[src/rtl/eye_pkg.sv]
package eye_pkg;
  typedef enum logic [1:0] {
    ST_IDLE   = 2'd0,
    ST_SWEEP  = 2'd1,
    ST_FINISH = 2'd2
  } sweep_state_t;
endpackage

[src/rtl/eye_word_check.sv]
module eye_word_check #(
  parameter int W            = 10,
  parameter int SETTLE_WORDS = 3,
  parameter int CNT_W        = 8
) (
  input  logic             clk,
  input  logic             rst,
  input  logic             clear,
  input  logic             en,
  input  logic             rx_valid,
  input  logic [W-1:0]     rx_word,
  input  logic [W-1:0]     pattern,
  input  logic [CNT_W-1:0] cmp_count,
  output logic             tap_end,
  output logic             tap_pass
);
  localparam int SW = $clog2(SETTLE_WORDS + 2);

  logic [SW-1:0]    settle_q;
  logic [CNT_W-1:0] cmp_q;
  logic             bad_q;
  logic             settled;
  logic             word_ok;
  logic             last_word;

  assign settled   = (settle_q == SW'(SETTLE_WORDS));
  assign word_ok   = (rx_word == pattern);
  assign last_word = ({1'b0, cmp_q} + 1'b1) >= {1'b0, cmp_count};
  assign tap_end   = en && rx_valid && settled && last_word;
  assign tap_pass  = !bad_q && word_ok;

  always_ff @(posedge clk) begin
    if (rst || clear || tap_end) begin
      settle_q <= '0;
      cmp_q    <= '0;
      bad_q    <= 1'b0;
    end else if (en && rx_valid) begin
      if (!settled) begin
        settle_q <= settle_q + 1'b1;
      end else begin
        cmp_q <= cmp_q + 1'b1;
        if (!word_ok) bad_q <= 1'b1;
      end
    end
  end
endmodule

[src/rtl/eye_window_track.sv]
module eye_window_track #(
  parameter int TW = 5
) (
  input  logic          clk,
  input  logic          rst,
  input  logic          clear,
  input  logic          rec,
  input  logic          pass,
  input  logic [TW-1:0] tap,
  output logic          any_pass,
  output logic [TW-1:0] best_first,
  output logic [TW-1:0] best_last
);
  localparam int LW = TW + 1;

  logic [TW-1:0] run_start_q, best_start_q;
  logic [LW-1:0] run_len_q, best_len_q;
  logic [LW-1:0] ext_len;
  logic [TW-1:0] ext_start;

  assign ext_len   = run_len_q + 1'b1;
  assign ext_start = (run_len_q == '0) ? tap : run_start_q;

  always_ff @(posedge clk) begin
    if (rst || clear) begin
      run_start_q  <= '0;
      run_len_q    <= '0;
      best_start_q <= '0;
      best_len_q   <= '0;
    end else if (rec) begin
      if (pass) begin
        run_start_q <= ext_start;
        run_len_q   <= ext_len;
        if (ext_len > best_len_q) begin
          best_len_q   <= ext_len;
          best_start_q <= ext_start;
        end
      end else begin
        run_len_q <= '0;
      end
    end
  end

  assign any_pass   = (best_len_q != '0);
  assign best_first = best_start_q;
  assign best_last  = best_start_q + TW'(best_len_q - 1'b1);
endmodule

[src/rtl/eye_sweep_ctrl.sv]
module eye_sweep_ctrl #(
  parameter int W            = 10,
  parameter int TAPS         = 32,
  parameter int SETTLE_WORDS = 3,
  parameter int CNT_W        = 8,
  localparam int TW          = $clog2(TAPS)
) (
  input  logic             clk,
  input  logic             rst,
  input  logic             start_i,
  input  logic             rx_valid_i,
  input  logic [W-1:0]     rx_word_i,
  input  logic [W-1:0]     pattern_i,
  input  logic [CNT_W-1:0] cmp_count_i,
  output logic [TW-1:0]    tap_o,
  output logic             load_o,
  output logic             done_o,
  output logic             fail_o,
  output logic [TW-1:0]    first_o,
  output logic [TW-1:0]    last_o
);
  import eye_pkg::*;

  sweep_state_t  state_q;
  logic [TW-1:0] tap_q, first_q, last_q;
  logic          load_q, done_q, fail_q;
  logic          start_acc, sweeping;
  logic          tap_end, tap_pass;
  logic          any_pass;
  logic [TW-1:0] win_first, win_last;
  logic [TW:0]   win_sum;
  logic [TW-1:0] win_mid;

  assign start_acc = start_i && (state_q == ST_IDLE);
  assign sweeping  = (state_q == ST_SWEEP);
  assign win_sum   = {1'b0, win_first} + {1'b0, win_last};
  assign win_mid   = win_sum[TW:1];

  eye_word_check #(
    .W(W), .SETTLE_WORDS(SETTLE_WORDS), .CNT_W(CNT_W)
  ) u_check (
    .clk(clk), .rst(rst), .clear(start_acc), .en(sweeping),
    .rx_valid(rx_valid_i), .rx_word(rx_word_i), .pattern(pattern_i),
    .cmp_count(cmp_count_i), .tap_end(tap_end), .tap_pass(tap_pass)
  );

  eye_window_track #(.TW(TW)) u_track (
    .clk(clk), .rst(rst), .clear(start_acc), .rec(tap_end),
    .pass(tap_pass), .tap(tap_q), .any_pass(any_pass),
    .best_first(win_first), .best_last(win_last)
  );

  always_ff @(posedge clk) begin
    if (rst) begin
      state_q <= ST_IDLE;
      tap_q   <= '0;
      load_q  <= 1'b0;
      done_q  <= 1'b0;
      fail_q  <= 1'b0;
      first_q <= '0;
      last_q  <= '0;
    end else begin
      load_q <= 1'b0;
      case (state_q)
        ST_IDLE: begin
          if (start_acc) begin
            state_q <= ST_SWEEP;
            tap_q   <= '0;
            load_q  <= 1'b1;
            done_q  <= 1'b0;
            fail_q  <= 1'b0;
            first_q <= '0;
            last_q  <= '0;
          end
        end
        ST_SWEEP: begin
          if (tap_end) begin
            if (tap_q == TW'(TAPS - 1)) begin
              state_q <= ST_FINISH;
            end else begin
              tap_q  <= tap_q + 1'b1;
              load_q <= 1'b1;
            end
          end
        end
        ST_FINISH: begin
          state_q <= ST_IDLE;
          load_q  <= 1'b1;
          done_q  <= 1'b1;
          if (any_pass) begin
            tap_q   <= win_mid;
            first_q <= win_first;
            last_q  <= win_last;
            fail_q  <= 1'b0;
          end else begin
            tap_q  <= '0;
            fail_q <= 1'b1;
          end
        end
        default: state_q <= ST_IDLE;
      endcase
    end
  end

  assign tap_o   = tap_q;
  assign load_o  = load_q;
  assign done_o  = done_q;
  assign fail_o  = fail_q;
  assign first_o = first_q;
  assign last_o  = last_q;
endmodule

[config.mk]
export PLATFORM = sky130hd
export DESIGN_NAME = eye_sweep_ctrl
export DESIGN_NICKNAME = d
export VERILOG_FILES = /design/src/rtl/eye_pkg.sv /design/src/rtl/eye_word_check.sv /design/src/rtl/eye_window_track.sv /design/src/rtl/eye_sweep_ctrl.sv
export SDC_FILE = /design/constraint.sdc
export NUM_CORES = 1
export LEC_CHECK = 0
export BUFFER_PORTS_ARGS = -buffer_cell sky130_fd_sc_hd__buf_4
export CORE_MARGIN = 2
export CORE_UTILIZATION = 52
export CTS_CLUSTER_SIZE = 12
export DETAILED_ROUTE_END_ITERATION = 7
export PLACE_DENSITY = 0.89
export SKIP_CTS_REPAIR_TIMING = 1
export SYNTH_ARGS = -nofsm -noshare
export SYNTH_HDL_FRONTEND = slang
export SYNTH_SLANG_ARGS = --single-unit
[constraint.sdc]
create_clock -name clk -period 2.86 [get_ports clk]
set_clock_uncertainty 0.05 [all_clocks]
set_input_delay 0.572 -clock clk [delete_from_list [all_inputs] [get_ports clk]]
set_output_delay 0.572 -clock clk [all_outputs]
set_load 0.05 [all_outputs]
Word-level counts from Yosys, hierarchy flattened
Index checks and enable logic that the tools add are counted. W data, S select, Z words.

Add/sub/neg operators: 8. Order comparisons: 2. Equality and inequality tests: 10. Muxes and demuxes: 23. Bitwise logic cells: 2. Reduce and logical (&&, ||, !) cells: 22.

Operator list (number): $mux W5 (7); $pmux W5 S2 (2); $pmux W5 S3 (1); $reduce_and A3 Y1 (4); $eq A10 B10 Y1 (1); $add A8 B1 Y9 const B (1); $ge A9 B8 Y1 (1); $add A8 B1 Y8 const B (1); $ne A2 B2 Y1 const B (4); $reduce_and A2 Y1 (4); $add A5 B5 Y6 (1); $add A6 B1 Y6 const B (1); $gt A6 B6 Y1 (1); $logic_not A6 Y1 (1); $mux W2 (3); $mux W6 (1); $reduce_bool A6 Y1 (1); $add A5 B1 Y5 const B (1); $add A5 B5 Y5 (1); $eq A5 B5 Y1 const B (1); $logic_and A1 B1 Y1 (5); $mux W1 (5); $sub A5 B1 Y5 const B (1); $pmux W1 S2 (2); other kinds (14) (16).

Flip-flop bits (word level): 54. Output and inout bits: 18. Logic and storage cells: 81.

Logic depth before layout (Yosys ltp)
Depth after elaboration: 6. Mapped depth: 15. Depth with buffers taken out: 14.

Modules after synthesis
Synthesis repeated with hierarchy kept, for this count alone.

Cell total of the unflattened synthesis: 419. Area, all modules: 3597.2 um^2.

By module, submodules not included: eye_window_track (instances 1, cells an instance 164, area an instance 1446.4 um^2, seq. area each 440.4 um^2); eye_sweep_ctrl (instances 1, cells an instance 130, area an instance 1153.6 um^2, seq. area each 400.4 um^2); eye_word_check (instances 1, cells an instance 125, area an instance 997.2 um^2, seq. area each 240.2 um^2).

Least setup slack after synthesis
No wires, ideal clock.

Path type: register to register. Start: register u_check.cmp_q[2]. End: register u_track.run_start_q[2]. Setup time: 0.128 ns. Data arrival time: 2.672 ns. Required time: 2.682 ns. Setup slack: 0.011 ns. Cell stages (with the launch flop): 14. Path through: dfxtp_1 > buf_2 > and3_1 > buf_2 > and3_1 > nand3_1 > xnor2_1 > ha_1 > and3_1 > and3_1 > nand2_1 > a2111oi_4 > mux2i_1 > nor2_1.

Word-level cells in the longest chain between the ends: 4.

Ends and longest elaborated chain: from (decl) (line eye_word_check.sv:20) `logic [CNT_W-1:0] cmp_q;`; from (signal assigned) (line eye_word_check.sv:41) `cmp_q <= cmp_q + 1'b1;`; $add A8 B1 Y9 (line eye_word_check.sv:28) `assign last_word = ({1'b0, cmp_q} + 1'b1) >= {1'b0, cmp_count};`; $ge A9 B8 Y1 (line eye_word_check.sv:28); $logic_and A1 B1 Y1 (line eye_word_check.sv:29) `assign tap_end = en && rx_valid && settled && last_word;`; $reduce_and A2 Y1 (no line); to (signal assigned) (line eye_window_track.sv:32) `run_start_q <= ext_start;`; to (decl) (line eye_window_track.sv:16) `logic [TW-1:0] run_start_q, best_start_q;`.

No other way between the ends. A chain may end at the register's enable or synchronous reset.

Final worst setup path
Start: register u_track.best_start_q[1] (netlist: u_track.best_first[1]). End: register tap_q[4] (netlist: tap_o[4]).

Word-level cells in the longest chain between the ends: 4.

Ends and longest elaborated chain: from (decl) (line eye_window_track.sv:16); from (signal assigned) (line eye_window_track.sv:36) `best_start_q <= ext_start;`; $add A5 B5 Y5 (line eye_window_track.sv:46) `assign best_last = best_start_q + TW'(best_len_q - 1'b1);`; $add A5 B5 Y6 * (line eye_sweep_ctrl.sv:36) `assign win_sum = {1'b0, win_first} + {1'b0, win_last};`; $mux W5 * (line eye_sweep_ctrl.sv:90) `if (any_pass) begin`; $pmux W5 S3 * (line eye_sweep_ctrl.sv:64) `case (state_q)`; to (signal assigned) (line eye_sweep_ctrl.sv:81) `tap_q <= tap_q + 1'b1;`; to (signal assigned) (line eye_sweep_ctrl.sv:91) `tap_q <= win_mid;`; to (decl) (line eye_sweep_ctrl.sv:25) `logic [TW-1:0] tap_q, first_q, last_q;`.

Mark *: on every way between the ends. The rest lies on a longest branch, timed or not.

==> results.md <==
- Max clock buf depth: 2
- Setup_tns: -0.01142 ns
- Hold Path Stages: 2
- Hold path start: last_o[0]$_SDFFE_PP0P_
- Worst Tran Pin Value: 0.8019 ns
- Number of setup violations in the final report: 1
- Final Cell Area: 0.004194 mm²
- Final Util: ~66%
- CTS tree: done
- Initial DRC Count: 318
- CP Buf/Inv Count: 4
- Die W: 84.66 µm
- Post-route DRC: 0
- Slack of the worst reg-to-reg path: -0.01 ns
- Tmin final: 2.871 ns
- Clock Tree Root: clkbuf_8
- Worst Path Required: 3.03 ns
- Antenna diodes: 0
- Hold_ws: 0.4159 ns
- Post-Place Cells: 524
- Status: finished, violations left
- Warning count from the yosys run: 0
- Max-slew violations: 0
- Port Buffers: 49
- Vias: 3,180
- Worst r2r src: u_track.best_first[1]$_SDFFE_PP0P_
- Period utilization: 100.4%
- Max frequency: 348.3 MHz
- Critical Path End Type: flip-flop
- Non-filler cells, final: ~540
- Syn_nets: around 470
- WL per Instance: 16.49 µm
- Synthesized cell area: 0.003383 mm²
- Pwr Total: 1.504 mW
- Core area: 0.006314 mm²
- CP delay by family, top: adder cells
- Layout cells sized above 1: 24.73%
- Grt ovf: 0
- Final hold vios: 0
- Hold Crit Class: flip-flop to flip-flop
- Antenna violations before repair: 0
- Seq/Total Area, Yosys: 31.95%
- Most used cell, CP: inv_2
- Total Nets Final: 532
- Vias in the first global route: 3,175
- Worst setup startpoint: u_track.best_first[1]$_SDFFE_PP0P_
- Height of the die: 84.66 µm
- Synth Area per Inst: 8.501 µm²
- Leading cell types in the layout, fill and taps excluded: 70 x buf_4, 47 x dfxtp_1, 33 x inv_1, 33 x ha_1, 31 x nor2_1
- GRT Total Usage: a little under a quarter
- Mapped Cells: 398
- Unrepaired setup endpoints after global routing: true
- Failing checks: negative setup slack
- FFs w/ async S/R, synth: 0%
- Number of CTS-inserted buffers: 5
- Post-synth top area share: 31.95%
- Slew headroom: 46.54%
- Die area: between 0.007 and 0.008 mm²
- Maxcap violations: 0
- Post-synth top area cell: dfxtp_1
- Static Leak: around 1.8 nW
- Number of synthesized flops with an enable pin: 0
- Vias per cell: 5.911
- Drt total wl: 8872 µm
- Max stage delay on crit path: approximately 0.58 ns
- FP Rows: 29
- Clk pin slew, worst setup/hold paths: 0.10 ns
- First-pass GRT wire length: roughly 14,000 µm
- Final ANT Viol Nets: 0
- GPL Wtd Cong: 0.8803
- First-pass DRT Iterations: 5
- CP startpoint kind: flip-flop
- Maximum vdd ir drop: 0.2909 mV
- Top FF cell, synth: dfxtp_1
- Pin count of the biggest net entering global routing: 21
- CTS Sinks: 54
- Layout Area Growth over Synthesis: 23.96%
- Met2 wire length: ~4600 µm
- Commonest non-fill, non-tap cell in the layout: buf_4
- Initial core utilization: between 50% and 60%
- H-tree depth: 2
- Placed wire-length estimate: 6619 µm
- Slowest cell on crit path: fa_2
- WL met1: 3530 µm
- Setup WS post-layout: -0.01142 ns
- Crit-path max FO: 4
- Worst Reg2Reg Path Length in Cells: 14
- Synth top area cells: dfxtp_1 32%, ha_1 14%, xnor2_1 6.0%, inv_1 4.2%, a21oi_1 3.8%
- Dpl ws: -0.1512 ns
- Top sig layer: met4
- Cell Chain, Critical Path: inv_2, ha_4, inv_2, ha_4, inv_2, fa_2, inv_2, ha_4, nand3_4, a21boi_2, o21ai_1, a21oi_1, a21oi_1, o41ai_1
- Min-Delay Endpoint: last_o[0]$_SDFFE_PP0P_
- Met3 WL post-DR: 530 µm
- Crit Path Class: flip-flop to flip-flop
- Top-level I/O count: 50
- Critical path arrival: just over 3 ns
- Yosys reg bits: between 50 and 60
- Cell Pwr Density: 358.5 mW/mm²
- Worst reg2reg endpoint: tap_o[4]$_SDFFE_PP0P_
- Worst-Skew Late Latency: 0.32 ns
- Library cells used by synthesis: 48
- Placed Area: 0.003897 mm²
-- layer usage --
metal	up-vias	track usage, %
li1	1509	-
met1	1496	29.28
met2	144	42.02
met3	31	3.736
met4	0	8.514
met5	-	0
-- state kept, by name, summed over array words and instances, names as in the netlist --
name                 count
fail_o                   1
u_track.run_len_q        6
u_check.bad_q            1
state_q                  2
u_check.settle_q         3
u_track.run_start_q      5
u_track.best_first       5
tap_o                    5
last_o                   5
load_o                   1
first_o                  5
done_o                   1
u_track.best_len_q       6
u_check.cmp_q            8
-- cell usage after synthesis (2+ instances only) --
cell / n
fa_1: 2
clkbuf_1: 9
dfxtp_1: 54
a21o_1: 4
nand3b_1: 3
a211oi_1: 8
o211ai_1: 2
a21oi_1: 26
nor4_1: 2
o31ai_1: 5
inv_1: 38
or4_1: 2
o22ai_1: 3
nand2_1: 29
nand3_1: 11
clkbuf_2: 2
or3_1: 4
and3_1: 9
xor2_1: 13
and4_1: 2
a31oi_1: 4
ha_1: 37
nor2b_1: 3
nand2b_1: 6
nand4_1: 8
buf_2: 3
xnor2_1: 23
a22oi_1: 3
nor3_1: 5
and2_1: 2
nor2_1: 32
o21ai_0: 14
mux2i_1: 13
a22o_1: 3
-- worst register-to-register path, cell delays in order (launching register included) --
cell	delay [ns]
dfxtp_2	0.37
inv_2	0.06
ha_4	0.23
inv_2	0.06
ha_4	0.13
inv_2	0.04
fa_2	0.58
inv_2	0.05
ha_4	0.31
nand3_4	0.09
a21boi_2	0.18
o21ai_1	0.10
a21oi_1	0.14
a21oi_1	0.06
o41ai_1	0.33
-- report_power, final --
group	switching, mW	internal [mW]
clock network	0.250	0.169
registers	0.0103	0.766
logic	0.194	0.115
total	0.454	1.05
-- cell type report --
type / count / area, µm²
multi-input cells: 291 / 2246
fillers: 492 / 2120
flip-flops and latches: 54 / 1092
repair buffers: 71 / 536.8
inverters: 38 / 142.6
well taps: 77 / 96.34
clock buffers: 6 / 72.57
clock inverters: 1 / 7.507
-- cells by family after synthesis --
group,synth area share [%]
xor+xnor,9.319
buf+inv,6.065
simple gates,17.57
compound gates,16.38
fa+ha+maj,14.87
flops,31.95
mux,3.846
-- worst max-delay path by stage --
| stage | endpoint | slack (ns) | cells past startpoint |
|---|---|---|---|
| final | tap_o[4]$_SDFFE_PP0P_ | -0.01 | 14 |
| after global routing | tap_o[4]$_SDFFE_PP0P_ | -0.14 | 14 |
| after CTS | tap_o[2]$_SDFFE_PP0P_ | -0.18 | 13 |
| after detailed placement | tap_o[2]$_SDFFE_PP0P_ | -0.15 | 13 |
| after global placement | tap_o[2]$_SDFFE_PP0P_ | 0.08 | 13 |
| after floorplan | u_track.run_start_q[2]$_SDFFE_PP0P_ | 0.01 | 13 |
(Power assumes the default switching activity.)
